**config.mk**
```make
export PLATFORM = sky130hd
export DESIGN_NAME = pte_access_check
export DESIGN_NICKNAME = d
export VERILOG_FILES = /design/src/rtl/pte_acc_pkg.sv /design/src/rtl/pte_perm_eval.sv /design/src/rtl/pte_rc_eval.sv /design/src/rtl/pte_result_reg.sv /design/src/rtl/pte_access_check.sv
export SDC_FILE = /design/constraint.sdc
export NUM_CORES = 1
export LEC_CHECK = 0
export ABC_AREA = 0
export ABC_CLOCK_PERIOD_IN_PS = 800
export BUFFER_PORTS_ARGS = -buffer_cell sky130_fd_sc_hd__buf_2
export CORE_AREA = 8 8 45 47
export CTS_BUF_LIST = sky130_fd_sc_hd__clkbuf_8
export DETAILED_ROUTE_END_ITERATION = 6
export DIE_AREA = 0 0 53 55
export GPL_TIMING_DRIVEN = 0
export PLACE_DENSITY = 0.92
export SLEW_MARGIN = 30
export SYNTH_ARGS = -nofsm -noshare
export SYNTH_HDL_FRONTEND = slang
export SYNTH_SLANG_ARGS = --single-unit
export TNS_END_PERCENT = 30
```
**constraint.sdc**
```tcl
create_clock -name clk_i -period 0.8 [get_ports clk_i]
set_input_delay 0.2 -clock clk_i [delete_from_list [all_inputs] [get_ports clk_i]]
set_output_delay 0.2 -clock clk_i [all_outputs]
set_load 0.03 [all_outputs]
```
**src/rtl/pte_acc_pkg.sv**
```systemverilog
package pte_acc_pkg;
  // Leaf entry bit positions (LSB-0)
  localparam int unsigned BIT_EXEC  = 0;
  localparam int unsigned BIT_RW    = 1;
  localparam int unsigned BIT_RD    = 2;
  localparam int unsigned BIT_PRIV  = 3;
  localparam int unsigned ATTR_LO   = 4;
  localparam int unsigned ATTR_HI   = 5;
  localparam int unsigned BIT_CHG   = 7;
  localparam int unsigned BIT_REF   = 8;
  localparam int unsigned USED_W    = BIT_REF + 1;

  typedef enum logic [1:0] {
    MEM_NORMAL   = 2'd0,
    MEM_ORDERED  = 2'd1,
    MEM_NONIDEM  = 2'd2,
    MEM_TOLERANT = 2'd3
  } mem_attr_e;
endpackage

```
**src/rtl/pte_perm_eval.sv**
```systemverilog
module pte_perm_eval
  import pte_acc_pkg::*;
(
  input  logic [USED_W-1:0] pte_i,
  input  logic              priv_i,
  input  logic              store_i,
  input  logic              iside_i,
  output logic              perm_ok_o
);
  logic gate_ok, data_ok, fetch_ok;

  always_comb begin
    gate_ok   = priv_i | ~pte_i[BIT_PRIV];
    data_ok   = pte_i[BIT_RW] | (pte_i[BIT_RD] & ~store_i);
    // cache-inhibited pages are never executable
    fetch_ok  = pte_i[BIT_EXEC] & ~pte_i[ATTR_HI];
    perm_ok_o = gate_ok & (iside_i ? fetch_ok : data_ok);
  end
endmodule

```
**src/rtl/pte_rc_eval.sv**
```systemverilog
module pte_rc_eval
  import pte_acc_pkg::*;
(
  input  logic [USED_W-1:0] pte_i,
  input  logic              store_i,
  input  logic              iside_i,
  output logic              rc_ok_o
);
  logic is_write;

  always_comb begin
    is_write = store_i & ~iside_i;
    rc_ok_o  = pte_i[BIT_REF] & (pte_i[BIT_CHG] | ~is_write);
  end
endmodule

```
**src/rtl/pte_result_reg.sv**
```systemverilog
module pte_result_reg
  import pte_acc_pkg::*;
(
  input  logic      clk_i,
  input  logic      rst_ni,
  input  logic      valid_i,
  input  logic      perm_ok_i,
  input  logic      rc_ok_i,
  input  mem_attr_e attr_i,
  output logic      valid_o,
  output logic      ok_o,
  output logic      perm_err_o,
  output logic      rc_err_o,
  output mem_attr_e attr_o
);
  always_ff @(posedge clk_i or negedge rst_ni) begin
    if (!rst_ni) begin
      valid_o    <= 1'b0;
      ok_o       <= 1'b0;
      perm_err_o <= 1'b0;
      rc_err_o   <= 1'b0;
      attr_o     <= MEM_NORMAL;
    end else if (valid_i) begin
      valid_o    <= 1'b1;
      ok_o       <= perm_ok_i & rc_ok_i;
      perm_err_o <= ~perm_ok_i;
      // permission fault masks tracking fault
      rc_err_o   <= perm_ok_i & ~rc_ok_i;
      attr_o     <= attr_i;
    end else begin
      valid_o    <= 1'b0;
      ok_o       <= 1'b0;
      perm_err_o <= 1'b0;
      rc_err_o   <= 1'b0;
      attr_o     <= MEM_NORMAL;
    end
  end
endmodule

```
**src/rtl/pte_access_check.sv**
```systemverilog
module pte_access_check
  import pte_acc_pkg::*;
#(
  parameter int unsigned PTE_W = 64
) (
  input  logic             clk_i,
  input  logic             rst_ni,
  input  logic             valid_i,
  input  logic [PTE_W-1:0] pte_i,
  input  logic             priv_i,
  input  logic             store_i,
  input  logic             iside_i,
  output logic             valid_o,
  output logic             ok_o,
  output logic             perm_err_o,
  output logic             rc_err_o,
  output logic [1:0]       attr_o
);
  logic [USED_W-1:0] pte_low;
  logic              perm_ok, rc_ok;
  mem_attr_e         attr_dec, attr_q;

  assign pte_low  = pte_i[USED_W-1:0];
  assign attr_dec = mem_attr_e'(pte_i[ATTR_HI:ATTR_LO]);

  generate
    if (PTE_W > USED_W) begin : g_hi
      logic unused_hi;
      assign unused_hi = ^pte_i[PTE_W-1:USED_W];
    end
  endgenerate

  pte_perm_eval u_perm (
    .pte_i    (pte_low),
    .priv_i   (priv_i),
    .store_i  (store_i),
    .iside_i  (iside_i),
    .perm_ok_o(perm_ok)
  );

  pte_rc_eval u_rc (
    .pte_i  (pte_low),
    .store_i(store_i),
    .iside_i(iside_i),
    .rc_ok_o(rc_ok)
  );

  pte_result_reg u_out (
    .clk_i     (clk_i),
    .rst_ni    (rst_ni),
    .valid_i   (valid_i),
    .perm_ok_i (perm_ok),
    .rc_ok_i   (rc_ok),
    .attr_i    (attr_dec),
    .valid_o   (valid_o),
    .ok_o      (ok_o),
    .perm_err_o(perm_err_o),
    .rc_err_o  (rc_err_o),
    .attr_o    (attr_q)
  );

  assign attr_o = attr_q;
endmodule

```
==> impl.org <==
** Pwr
- The share of total power dissipated in the clock network is 0.473.
- Summed over all nets, the switching power comes to 0.193 mW.
- Power spread over the standard cell area amounts to 2010 mW/mm^2.
- The share of total power dissipated in sequential elements is 0.359.
- The share of total power dissipated in combinational logic is 0.168.
- Of the total power, the share spent switching nets is 0.210.
- Worst VDD drop :: 0.443 mV
- The internal power of the cells totals 0.723 mW.
- Leakage Power :: 0.234 nW
- Overall power consumption after layout is estimated at 0.915 mW.

** Route
- DR vias/cell :: 4.02
- Final ANT Viol Nets :: 0
- After detailed routing, the average wire length per cell comes to 10.8 um.
- The first TritonRoute pass finished after 4 iterations.
- Total length of routed wires :: 626 um
- Number of design rule violations left after detail routing :: 0
- DRC violation total after the first TritonRoute iteration :: 2
- Count of vias placed by the detailed router :: 233

** Finish
- In the layout the commonest cells are sky130_fd_sc_hd__buf_2 (13), sky130_fd_sc_hd__buf_6 (6), sky130_fd_sc_hd__dfrtp_1 (6).
- The area growth from synthesis to layout is 81.1%.
- Area occupied by registers :: 150 um^2
- Nets :: 114
- Filler instances :: 149
- Fraction of final layout cells with drive strength greater than 1 :: 0.595
- Final design area excluding fillers :: 455 um^2
- The number of antenna diodes in the final layout is 0.
- Multi-input gate area :: 97.6 um^2
- Measured on the finished design, the core utilization comes to 0.329.
- Leaving out fill and tap cells, the most frequent cell in the layout is sky130_fd_sc_hd__buf_2.

** Timing
- Across all setup checks in the final design, the least slack found is -121 ps.
- For the finished layout, the period the worst path requires is 921 ps.
- Final cycle utilization of the critical path :: 1.15
- Worst slew pin tran :: 218 ps
- The worst pin sits at a relative slew slack of 0.855.
- Based on the critical path, the design can be clocked at up to 1090 MHz.
- Sum Neg Setup Slack :: -718 ps
- Setup violations remaining at the end of the flow were counted as 7.
- The final number of max-transition violations was 0.
- RSZ-0062 raised after global routing :: true
- The count of endpoints failing hold in the final timing report is 0.
- On the final layout, the worst hold slack is 135 ps.

** Critical path
- STA classifies the critical path endpoint as an output pin.
- At the worst endpoint, the required time is 600 ps.
- CP Class :: flip-flop to output pin
- Startpoint class of the critical path :: flip-flop
- Of all nets on the critical path, the largest fanout is 1.
- For the worst setup path, the data arrival time is 720 ps.
- Grouping stages by cell kind, the critical path spends the most delay in flip-flops.
- The critical path goes through buf_6.
- Among all stages on the critical path, the largest delay is contributed by sky130_fd_sc_hd__dfrtp_1.
- Delay of the slowest critical-path stage :: 370 ps
- WP buf/inv :: 1

** Die
- I/O pin cnt :: 76
- Die Span Y :: 55 um
- The floorplan has 14 rows.
- The die covers 0.00292 mm^2.
- Die X :: 53 um
- Effective utilization at floorplan :: 0.182
- The region available for standard cell placement spans 0.00138 mm^2.

** Clock tree
- The root buffer cell chosen for the clock tree is sky130_fd_sc_hd__clkbuf_8.
- For this design, the sink count on the clock tree is 6.
- Counting the buffers created by CTS gives 3.
- Depth of the CTS H-tree :: 1
- Post-CTS Repair Setup Buffers :: 0
- Clock tree from TritonCTS :: done
- CTS Buffer Depth :: 2
- After clock tree synthesis, the clock-pin slew on the worst setup and hold paths is 30 ps.

** Place
- Routability Congestion :: 0.643
- HPWL after DPL :: 562 um
- After detailed placement, the total cell area comes to 367 um^2.
- # port buffers :: 19

** Synthesis
- A synthesized cell averages 13.2 um^2.
- Share of the synthesized area in compound gates (AO/OA/AOI/OAI) :: 0.109
- Number of nets in the synthesized netlist :: 89
- Share of the yosys chip area belonging to registers :: 0.597
- XOR/XNOR share of the synthesized area :: 0
- Synthesized cell area :: 251 um^2
- Of the total synthesized cell area, the portion taken by full adders, half adders and majority gates is 0.
- Of the total synthesized cell area, the portion taken by AND, OR, NAND and NOR gates is 0.279.
- In this run, synthesis produced a sequential element count of 6.
- Post-synthesis mux area share :: 0
- After synthesis, the largest family of logic cells by area is simple AND/OR/NAND/NOR gates.
- Post-synthesis cell type count :: 12
- Yosys printed 0 warnings.
- Post-Syn Instances :: 19

** Min path
- The path class of the tightest hold or removal check is primary input to flip-flop.

** Global routing
- GR peak layer :: met4
- The first global-routing pass estimated 1.08 mm of wire.
- Pin count of the biggest net entering global routing :: 7
- For this run, global-route usage on met2 was measured as 0.0684.
- Number of global-route vias before repair :: 264
- Global-route usage over all layers :: 0.0593
- The number of antenna violations at the first check in global routing is 0.
- Global routing usage on met3 :: 0.0321
- For this run, global-route usage on met1 was measured as 0.0524.
- Summed over all layers, the global routing overflow is 0.

** Outcome
- Run status :: finished, violations left
- The final reports fail on negative setup slack.

** Flow run
- Max-cap violations in this run came to 0.
==> power groups by stage <==
stage / Combinational [mW] / Sequential, mW / Clock (mW)
2_1_floorplan: 0.0357 / 0.363 / 0
3_3_place_gp: 0.131 / 0.327 / 0
3_5_place_dp: 0.135 / 0.328 / 0
4_1_cts: 0.157 / 0.329 / 0.451
5_1_grt: 0.168 / 0.329 / 0.495
6_report: 0.154 / 0.329 / 0.433
==> synthesized netlist by cell type <==
cell type | count | area, um^2
sky130_fd_sc_hd__a221o_1 | 1 | 10.0
sky130_fd_sc_hd__a221oi_1 | 1 | 8.76
sky130_fd_sc_hd__and2_1 | 3 | 18.8
sky130_fd_sc_hd__and3_1 | 1 | 6.26
sky130_fd_sc_hd__dfrtp_1 | 6 | 150
sky130_fd_sc_hd__inv_1 | 1 | 3.75
sky130_fd_sc_hd__nand2b_1 | 1 | 6.26
sky130_fd_sc_hd__nand2b_4 | 1 | 13.8
sky130_fd_sc_hd__nor2_2 | 1 | 6.26
sky130_fd_sc_hd__nor2b_1 | 1 | 6.26
sky130_fd_sc_hd__nor3b_2 | 1 | 12.5
sky130_fd_sc_hd__o31a_1 | 1 | 8.76
==> sequential cells by signal, summed over array words and instances (netlist names) <==
register / flops
u_out.rc_err_o: 1
u_out.attr_o: 2
u_out.ok_o: 1
u_out.perm_err_o: 1
u_out.valid_o: 1
==> metrics by stage <==
stage	instances	worst slack [ps]
4_1_cts	58	-134
6_report	58	-121
3_3_place_gp	54	-246
5_1_grt	58	-147
2_1_floorplan	19	-93.4
3_5_place_dp	54	-261
==> layer usage <==
| metal | up-vias | wire length [um] |
|---|---|---|
| li1 | 112 | - |
| met1 | 101 | 254 |
| met2 | 18 | 258 |
| met3 | 2 | 79 |
| met4 | 0 | 33 |
| met5 | - | 0 |
==> path summary, 6_finish.rpt <==
check	startpoint	endpoint	slack [ps]	cells after the start
min in group asynchronous	rst_ni	u_out.ok_o$_DFF_PN0_	340	2
max in group asynchronous	rst_ni	u_out.attr_o[0]$_DFF_PN0_	330	2
worst min-delay path	valid_i	u_out.valid_o$_DFF_PN0_	130	1
worst max-delay path	u_out.perm_err_o$_DFF_PN0_	perm_err_o	-120	1
==> logic make-up (layout without fill, tap and decap cells) <==
| logic type | count (synthesis) | in the layout |
|---|---|---|
| AO/OA/AOI/OAI | 3 | 3 |
| buffers and inverters | 1 | 24 |
| flip-flops | 6 | 6 |
| AND/OR/NAND/NOR | 9 | 9 |
==> final cells by class <==
| cell class | count | area share |
|---|---|---|
| clock buffer | 3 | 0.0907 |
| inverter | 1 | 0.00824 |
| multi-input combinational | 12 | 0.214 |
| sequential | 6 | 0.330 |
| tap | 16 | 0.0440 |
| timing repair buffer | 20 | 0.313 |
==> what timing repair did <==
item / in CTS / in global routing
resized for setup: 12 / 0
endpoints found under the hold margin: 6 / 0
pin swaps: 0 / 0
setup endpoints to repair: 7 / 8
hold buffers: 1 / 0
Power figures use the tool's default switching activity.
